## src/rtl/nvm_poll_pkg.sv

```systemverilog
package nvm_poll_pkg;

  // which interval the shared down-counter is loaded with
  typedef enum logic [2:0] {
    TM_PULSE,
    TM_RECOV,
    TM_SETTLE,
    TM_READ,
    TM_GAP
  } tmrSel_e;

  // control-to-datapath strobes
  typedef struct packed {
    logic    ldReq;
    logic    ldByte;
    logic    tmrLoad;
    tmrSel_e tmrSel;
    logic    sample;
    logic    incPoll;
    logic    setDone;
    logic    setTimeout;
  } ctlStrobe_t;

  typedef enum logic [2:0] {
    ST_IDLE,
    ST_WLOW,
    ST_WHIGH,
    ST_WAITB,
    ST_SETTLE,
    ST_RACC,
    ST_RGAP
  } busState_e;

endpackage

```

## src/rtl/nvm_poll_dp.sv

```systemverilog
module nvm_poll_dp
  import nvm_poll_pkg::*;
#(
  parameter int ADDR_W     = 13,
  parameter int DATA_W     = 8,
  parameter int PAGE_W     = 6,
  parameter int POLL_W     = 16,
  parameter int TMR_W      = 16,
  parameter int PULSE_CYC  = 3,
  parameter int RECOV_CYC  = 2,
  parameter int SETTLE_CYC = 20,
  parameter int READ_CYC   = 2,
  parameter int GAP_CYC    = 1
) (
  input  logic              clk,
  input  logic              rstN,
  input  ctlStrobe_t        ctl,
  input  logic [ADDR_W-1:0] reqAddr,
  input  logic [DATA_W-1:0] reqData,
  input  logic [PAGE_W:0]   reqCount,
  input  logic              reqMethod,
  input  logic [POLL_W-1:0] pollLimit,
  input  logic [1:0]        statusBits,   // {bit7, bit6} of the read data
  output logic [ADDR_W-1:0] curAddr,
  output logic [DATA_W-1:0] curData,
  output logic              timerZero,
  output logic              lastByte,
  output logic              statusOk,
  output logic              pollLast,
  output logic              doneQ,
  output logic              timeoutQ
);

  localparam int CNT_W = PAGE_W + 1;
  localparam logic [TMR_W-1:0] PULSE_LD  = TMR_W'(PULSE_CYC - 1);
  localparam logic [TMR_W-1:0] RECOV_LD  = TMR_W'(RECOV_CYC - 1);
  localparam logic [TMR_W-1:0] SETTLE_LD = TMR_W'(SETTLE_CYC - 1);
  localparam logic [TMR_W-1:0] READ_LD   = TMR_W'(READ_CYC - 1);
  localparam logic [TMR_W-1:0] GAP_LD    = TMR_W'(GAP_CYC - 1);

  logic [ADDR_W-1:0] addrQ;
  logic [DATA_W-1:0] dataQ;
  logic [CNT_W-1:0]  remQ;
  logic              methodQ;
  logic [POLL_W-1:0] limitQ;
  logic [POLL_W-1:0] pollCnt;
  logic [TMR_W-1:0]  tmrQ;
  logic [TMR_W-1:0]  tmrNext;
  logic              prevBit6;
  logic              havePrev;

  always_comb begin
    case (ctl.tmrSel)
      TM_PULSE:  tmrNext = PULSE_LD;
      TM_RECOV:  tmrNext = RECOV_LD;
      TM_SETTLE: tmrNext = SETTLE_LD;
      TM_READ:   tmrNext = READ_LD;
      default:   tmrNext = GAP_LD;
    endcase
  end

  always_ff @(posedge clk or negedge rstN) begin
    if (!rstN) begin
      addrQ    <= '0;
      dataQ    <= '0;
      remQ     <= '0;
      methodQ  <= 1'b0;
      limitQ   <= '0;
      pollCnt  <= '0;
      tmrQ     <= '0;
      prevBit6 <= 1'b0;
      havePrev <= 1'b0;
      doneQ    <= 1'b0;
      timeoutQ <= 1'b0;
    end else begin
      doneQ    <= ctl.setDone;
      timeoutQ <= ctl.setTimeout;
      if (ctl.ldReq) begin
        addrQ    <= reqAddr;
        dataQ    <= reqData;
        remQ     <= reqCount;
        methodQ  <= reqMethod;
        limitQ   <= pollLimit;
        pollCnt  <= '0;
        havePrev <= 1'b0;
      end else if (ctl.ldByte) begin
        // page address stays put, only the in-page offset advances
        addrQ <= {addrQ[ADDR_W-1:PAGE_W], addrQ[PAGE_W-1:0] + 1'b1};
        dataQ <= reqData;
        remQ  <= remQ - 1'b1;
      end
      if (ctl.tmrLoad)       tmrQ <= tmrNext;
      else if (tmrQ != '0)   tmrQ <= tmrQ - 1'b1;
      if (ctl.sample) begin
        prevBit6 <= statusBits[0];
        havePrev <= 1'b1;
      end
      if (ctl.incPoll) pollCnt <= pollCnt + 1'b1;
    end
  end

  assign curAddr   = addrQ;
  assign curData   = dataQ;
  assign timerZero = (tmrQ == '0);
  assign lastByte  = (remQ <= CNT_W'(1));
  assign statusOk  = methodQ ? (havePrev && (statusBits[0] == prevBit6))
                             : (statusBits[1] == dataQ[DATA_W-1]);
  assign pollLast  = ({1'b0, pollCnt} + 1'b1) >= {1'b0, limitQ};

  AST_DONE_PULSE: assert property (@(posedge clk) disable iff (!rstN)
    doneQ |=> !doneQ);
  AST_ONE_OUTCOME: assert property (@(posedge clk) disable iff (!rstN)
    !(doneQ && timeoutQ));
  AST_PAGE_FIXED: assert property (@(posedge clk) disable iff (!rstN)
    ctl.ldByte |=> $stable(addrQ[ADDR_W-1:PAGE_W]));

endmodule

```

## src/rtl/nvm_poll_ctrl.sv

```systemverilog
module nvm_poll_ctrl
  import nvm_poll_pkg::*;
(
  input  logic       clk,
  input  logic       rstN,
  input  logic       reqValid,
  input  logic       timerZero,
  input  logic       lastByte,
  input  logic       statusOk,
  input  logic       pollLast,
  output ctlStrobe_t ctl,
  output logic       reqReady,
  output logic       memCeN,
  output logic       memOeN,
  output logic       memWeN
);

  busState_e state;
  busState_e nxt;

  always_comb begin
    nxt = state;
    ctl = '0;
    ctl.tmrSel = TM_PULSE;
    case (state)
      ST_IDLE: if (reqValid) begin
        ctl.ldReq = 1'b1; ctl.tmrLoad = 1'b1; ctl.tmrSel = TM_PULSE;
        nxt = ST_WLOW;
      end
      ST_WLOW: if (timerZero) begin
        ctl.tmrLoad = 1'b1; ctl.tmrSel = TM_RECOV;
        nxt = ST_WHIGH;
      end
      ST_WHIGH: if (timerZero) begin
        if (lastByte) begin
          ctl.tmrLoad = 1'b1; ctl.tmrSel = TM_SETTLE;
          nxt = ST_SETTLE;
        end else begin
          nxt = ST_WAITB;
        end
      end
      ST_WAITB: if (reqValid) begin
        ctl.ldByte = 1'b1; ctl.tmrLoad = 1'b1; ctl.tmrSel = TM_PULSE;
        nxt = ST_WLOW;
      end
      ST_SETTLE: if (timerZero) begin
        ctl.tmrLoad = 1'b1; ctl.tmrSel = TM_READ;
        nxt = ST_RACC;
      end
      ST_RACC: if (timerZero) begin
        ctl.sample = 1'b1;
        if (statusOk) begin
          ctl.setDone = 1'b1;
          nxt = ST_IDLE;
        end else if (pollLast) begin
          ctl.setTimeout = 1'b1;
          nxt = ST_IDLE;
        end else begin
          ctl.incPoll = 1'b1; ctl.tmrLoad = 1'b1; ctl.tmrSel = TM_GAP;
          nxt = ST_RGAP;
        end
      end
      ST_RGAP: if (timerZero) begin
        ctl.tmrLoad = 1'b1; ctl.tmrSel = TM_READ;
        nxt = ST_RACC;
      end
      default: nxt = ST_IDLE;
    endcase
  end

  always_ff @(posedge clk or negedge rstN) begin
    if (!rstN) state <= ST_IDLE;
    else       state <= nxt;
  end

  assign reqReady = (state == ST_IDLE) || (state == ST_WAITB);
  assign memCeN   = !((state == ST_WLOW) || (state == ST_WHIGH) || (state == ST_RACC));
  assign memWeN   = (state != ST_WLOW);
  assign memOeN   = (state != ST_RACC);

  AST_ACCEPT_WRITES: assert property (@(posedge clk) disable iff (!rstN)
    (reqReady && reqValid) |=> (!memWeN && !memCeN && memOeN));
  AST_OK_ENDS_POLL: assert property (@(posedge clk) disable iff (!rstN)
    (state == ST_RACC && timerZero && statusOk) |=> (reqReady && memOeN));
  AST_NO_BUS_FIGHT: assert property (@(posedge clk) disable iff (!rstN)
    $fell(memOeN) |-> $past(memWeN));

endmodule

```

## src/rtl/nvm_write_poller.sv

```systemverilog
module nvm_write_poller
  import nvm_poll_pkg::*;
#(
  parameter int ADDR_W     = 13,
  parameter int DATA_W     = 8,
  parameter int PAGE_W     = 6,
  parameter int POLL_W     = 16,
  parameter int TMR_W      = 16,
  parameter int PULSE_CYC  = 3,
  parameter int RECOV_CYC  = 2,
  parameter int SETTLE_CYC = 20,
  parameter int READ_CYC   = 2,
  parameter int GAP_CYC    = 1
) (
  input  logic              clk,
  input  logic              rstN,
  input  logic              reqValid,
  output logic              reqReady,
  input  logic [ADDR_W-1:0] reqAddr,
  input  logic [DATA_W-1:0] reqData,
  input  logic [PAGE_W:0]   reqCount,
  input  logic              reqMethod,
  input  logic [POLL_W-1:0] pollLimit,
  output logic [ADDR_W-1:0] memAddr,
  output logic [DATA_W-1:0] memDout,
  input  logic [DATA_W-1:0] memDin,
  output logic              memCeN,
  output logic              memOeN,
  output logic              memWeN,
  output logic              done,
  output logic              timeout
);

  ctlStrobe_t ctl;
  logic timerZero, lastByte, statusOk, pollLast;
  logic unusedDin;

  assign unusedDin = ^memDin[DATA_W-3:0];

  nvm_poll_ctrl ctrl_i (
    .clk(clk), .rstN(rstN), .reqValid(reqValid),
    .timerZero(timerZero), .lastByte(lastByte),
    .statusOk(statusOk), .pollLast(pollLast),
    .ctl(ctl), .reqReady(reqReady),
    .memCeN(memCeN), .memOeN(memOeN), .memWeN(memWeN)
  );

  nvm_poll_dp #(
    .ADDR_W(ADDR_W), .DATA_W(DATA_W), .PAGE_W(PAGE_W), .POLL_W(POLL_W),
    .TMR_W(TMR_W), .PULSE_CYC(PULSE_CYC), .RECOV_CYC(RECOV_CYC),
    .SETTLE_CYC(SETTLE_CYC), .READ_CYC(READ_CYC), .GAP_CYC(GAP_CYC)
  ) dp_i (
    .clk(clk), .rstN(rstN), .ctl(ctl),
    .reqAddr(reqAddr), .reqData(reqData), .reqCount(reqCount),
    .reqMethod(reqMethod), .pollLimit(pollLimit),
    .statusBits(memDin[DATA_W-1:DATA_W-2]),
    .curAddr(memAddr), .curData(memDout),
    .timerZero(timerZero), .lastByte(lastByte),
    .statusOk(statusOk), .pollLast(pollLast),
    .doneQ(done), .timeoutQ(timeout)
  );

endmodule

```

## config.mk

```make
export PLATFORM = sky130hd
export DESIGN_NAME = nvm_write_poller
export DESIGN_NICKNAME = d
export VERILOG_FILES = /design/src/rtl/nvm_poll_pkg.sv /design/src/rtl/nvm_poll_dp.sv /design/src/rtl/nvm_poll_ctrl.sv /design/src/rtl/nvm_write_poller.sv
export SDC_FILE = /design/constraint.sdc
export NUM_CORES = 1
export LEC_CHECK = 0
export ABC_AREA = 1
export CAP_MARGIN = 5
export CORE_AREA = 2 2 93 95
export CTS_BUF_LIST = sky130_fd_sc_hd__clkbuf_4
export DETAILED_ROUTE_END_ITERATION = 16
export DIE_AREA = 0 0 95 97
export PLACE_DENSITY_LB_ADDON = 0.12
export REMOVE_ABC_BUFFERS = 1
export SYNTH_ARGS = -nofsm -noshare
export SYNTH_HDL_FRONTEND = slang
export SYNTH_SLANG_ARGS = --single-unit
```

## constraint.sdc

```tcl
create_clock -name clk -period 6.6 [get_ports clk]
set_clock_uncertainty 0.2 [all_clocks]
set_input_delay 1.65 -clock clk [delete_from_list [all_inputs] [get_ports clk]]
set_output_delay 1.65 -clock clk [all_outputs]
set_load 0.01 [all_outputs]
```

==> metrics <==
commonest non-fill, non-tap cell in the layout nand2_1; FF-to-FF End dp_i.tmrQ[0]$_DFFE_PN0P_; Chip Width between 90 and 100 um; mux share of post-synthesis cell area 0; share of post-route cells with drive strength above 1 0.0560; Cell Rows 33; Root Driver clkbuf_4; final net count 770; Worst EP arrival 3930 ps; Seq/Total Area, Yosys 0.440; largest net degree at the start of global routing 85; Via density 5.17; Floorplan Core Area between 8000 and 9000 um^2; Detail Route Antenna Nets 0; largest family of logic cells by synthesized area simple AND/OR/NAND/NOR gates; PnR Total Power 2.27 mW; Slew headroom 0.301; GP Congestion between 0.8 and 0.9; Layout Cells excl Fill 801; Area growth, synth to finish 20.5%; Die Ht roughly 97 um; Overflow after GRT 0; setup violation total in the final timing report 0; final setup TNS 0 ps; WL/cell 12.9 um; Critical Setup Path Class input pin to flop; worst hold start dp_i.curData[0]$_DFFE_PN0P_; Final Cycle Share 0.577; Synthesis Warnings 0; initial antenna violation count 0; I/O pin total 83; Netlist cell types 35; Synth Area in Simple Gates 0.269; CTS max path bufs 2; final instance area 5750 um^2; Final Hold Viols 0; cell area after placement 5600 um^2; CTS Sinks 84; # diodes 0; #FFs+latches synth 84; DP HPWL 7.45 mm; status finished clean; top cell type by total area after synthesis dfrtp_1; Hold/Removal Path Class flop to flop; hold_buf cts 0; Setup crit end kind flop; P_leak 2.91 nW; Worst Setup Start Kind input pin; Post-Synth XOR/XNOR Area 0.0514; Overall Global Routing Usage 0.240; post-synth top area share 0.440; Post-CTS Resized 0; Critical Path RT roughly 6700 ps; maximum capacitance violations 0; pwr dens 395 nW/um^2; H-tree lvl count 3; CTS Buf Count 9; most frequent cells in the layout 171 x nand2_1, 91 x inv_1, 84 x dfrtp_1, 75 x clkdlybuf4s50_1, 51 x nor2_1; Mapped Cells 618; DR vias 4139; Critical path origin reqValid; Final Core Density 0.707; worst-path fanout max between 50 and 60; post-synthesis compound-gate area fraction 0.0957; first-pass GRT wire length between 15 and 20 mm; Slew Viols, Final 0; prevailing post-synth register cell dfrtp_1; R2R Setup Slk 3030 ps; ranking of synthesized cells by area dfrtp_1 44%, nand2_1 13%, inv_1 7.2%; reg2reg path depth 17; Clk Latency, worst-skew pair 430 ps; Mapped Area 4770 um^2; hold path cells 2; fmax 263 MHz; Final Critical Period 3810 ps; vias in the first global route 4012; Pre-Repair DR Iteration Count 4; total die area roughly 9200 um^2; Initial Utilization 0.587; maximum vdd drop 0.217 mV; count of flip-flops with a built-in enable after synthesis 0; Hold Path End dp_i.curData[0]$_DFFE_PN0P_; Synth async-reset ratio 1.00; Routed WL 10.3 mm; fillcell total 665; Iter 0 DRT Violations 206; RR Startpoint dp_i.pollCnt[0]$_DFFE_PN0P_; IO Port Bufs 76; placed insts 787; Worst-Margin Slew roughly 1000 ps; RSZ-0062 raised after global routing false; TritonCTS clock tree done; DRC errors left 0; Synth Area in Adders 0.0551; syn avg cell area roughly 7.7 um^2; postcts setup bufs 0; clock slew at reported path FFs 130 ps
[critical path: stages]
cell and delay (ps):
clkdlybuf4s50_1 520, inv_1 80, nor4_4 120, buf_4 470, inv_1 500, nand2_4 270
inv_2 130, nand2_1 80, o21ai_1 70
[cell families (layout without fill, tap and decap cells)]
| logic type | count (synthesis) | after routing |
|---|---|---|
| xor gates and xnor gates | 28 | 28 |
| and+or+nand+nor | 291 | 291 |
| AOI/OAI and AO/OA | 86 | 86 |
| buffers and inverters | 108 | 186 |
| adders and majority gates | 21 | 21 |
| DFF | 84 | 84 |
[metrics by stage]
stage | setup WS, ps | hold slack, ps
floorplan | 2360 | 246
finish | 2790 | 294
global placement | 2370 | 253
CTS | 2790 | 298
global route | 2610 | 312
detailed placement | 2340 | 262
[report_power, final]
part           leakage [nW]  total (mW)  internal [mW]  switching, mW
Combinational          1.76        1.10          0.455          0.646
Clock                0.0797       0.326          0.149          0.176
Sequential             1.08       0.841          0.705          0.136
Total                  2.91        2.27           1.31          0.959
[final cells by class]
cell class | count | area [um^2] | share of cell area
inverters | 95 | 357 | 0.0620
flip-flops and latches | 84 | 2100 | 0.366
clock inverters | 5 | 77.6 | 0.0135
repair buffers | 77 | 766 | 0.133
multi-input cells | 426 | 2250 | 0.391
well taps | 105 | 131 | 0.0229
clock buffers | 9 | 67.6 | 0.0118
[layer usage]
| metal | GRT usage | part of all wire | vias up |
|---|---|---|---|
| li1 | - | - | 2098 |
| met1 | 0.331 | 0.47 | 1931 |
| met2 | 0.379 | 0.45 | 99 |
| met3 | 0.0522 | 0.063 | 11 |
| met4 | 0.0691 | 0.011 | 0 |
| met5 | 0 | 0 | - |
[Yosys cell counts, drive strengths merged, types with 5 or more instances]
library cell / number
a21oi: 17
clkbuf: 9
dfrtp: 84
ha: 21
inv: 95
nand2: 175
nand3: 25
nand4: 5
nor2: 60
nor3: 17
nor4: 5
o21ai: 53
o22ai: 9
xor2: 24
[how the worst max path moves through the flow]
stage | end | cells after the start
floorplan | dp_i.pollCnt[9]$_DFFE_PN0P_ | 7
global placement | dp_i.pollCnt[9]$_DFFE_PN0P_ | 9
detailed placement | dp_i.pollCnt[10]$_DFFE_PN0P_ | 9
CTS | reqReady | 4
global route | dp_i.pollCnt[9]$_DFFE_PN0P_ | 9
finish | dp_i.pollCnt[10]$_DFFE_PN0P_ | 9
[state kept, by name, indices dropped and copies added, names as in the netlist]
| signal | count |
|---|---|
| ctrl_i.state | 3 |
| dp_i.curAddr | 13 |
| dp_i.curData | 8 |
| dp_i.doneQ | 1 |
| dp_i.havePrev | 1 |
| dp_i.limitQ | 16 |
| dp_i.methodQ | 1 |
| dp_i.pollCnt | 16 |
| dp_i.prevBit6 | 1 |
| dp_i.remQ | 7 |
| dp_i.timeoutQ | 1 |
| dp_i.tmrQ | 16 |
Note: power is estimated with default switching activity, not from simulation.
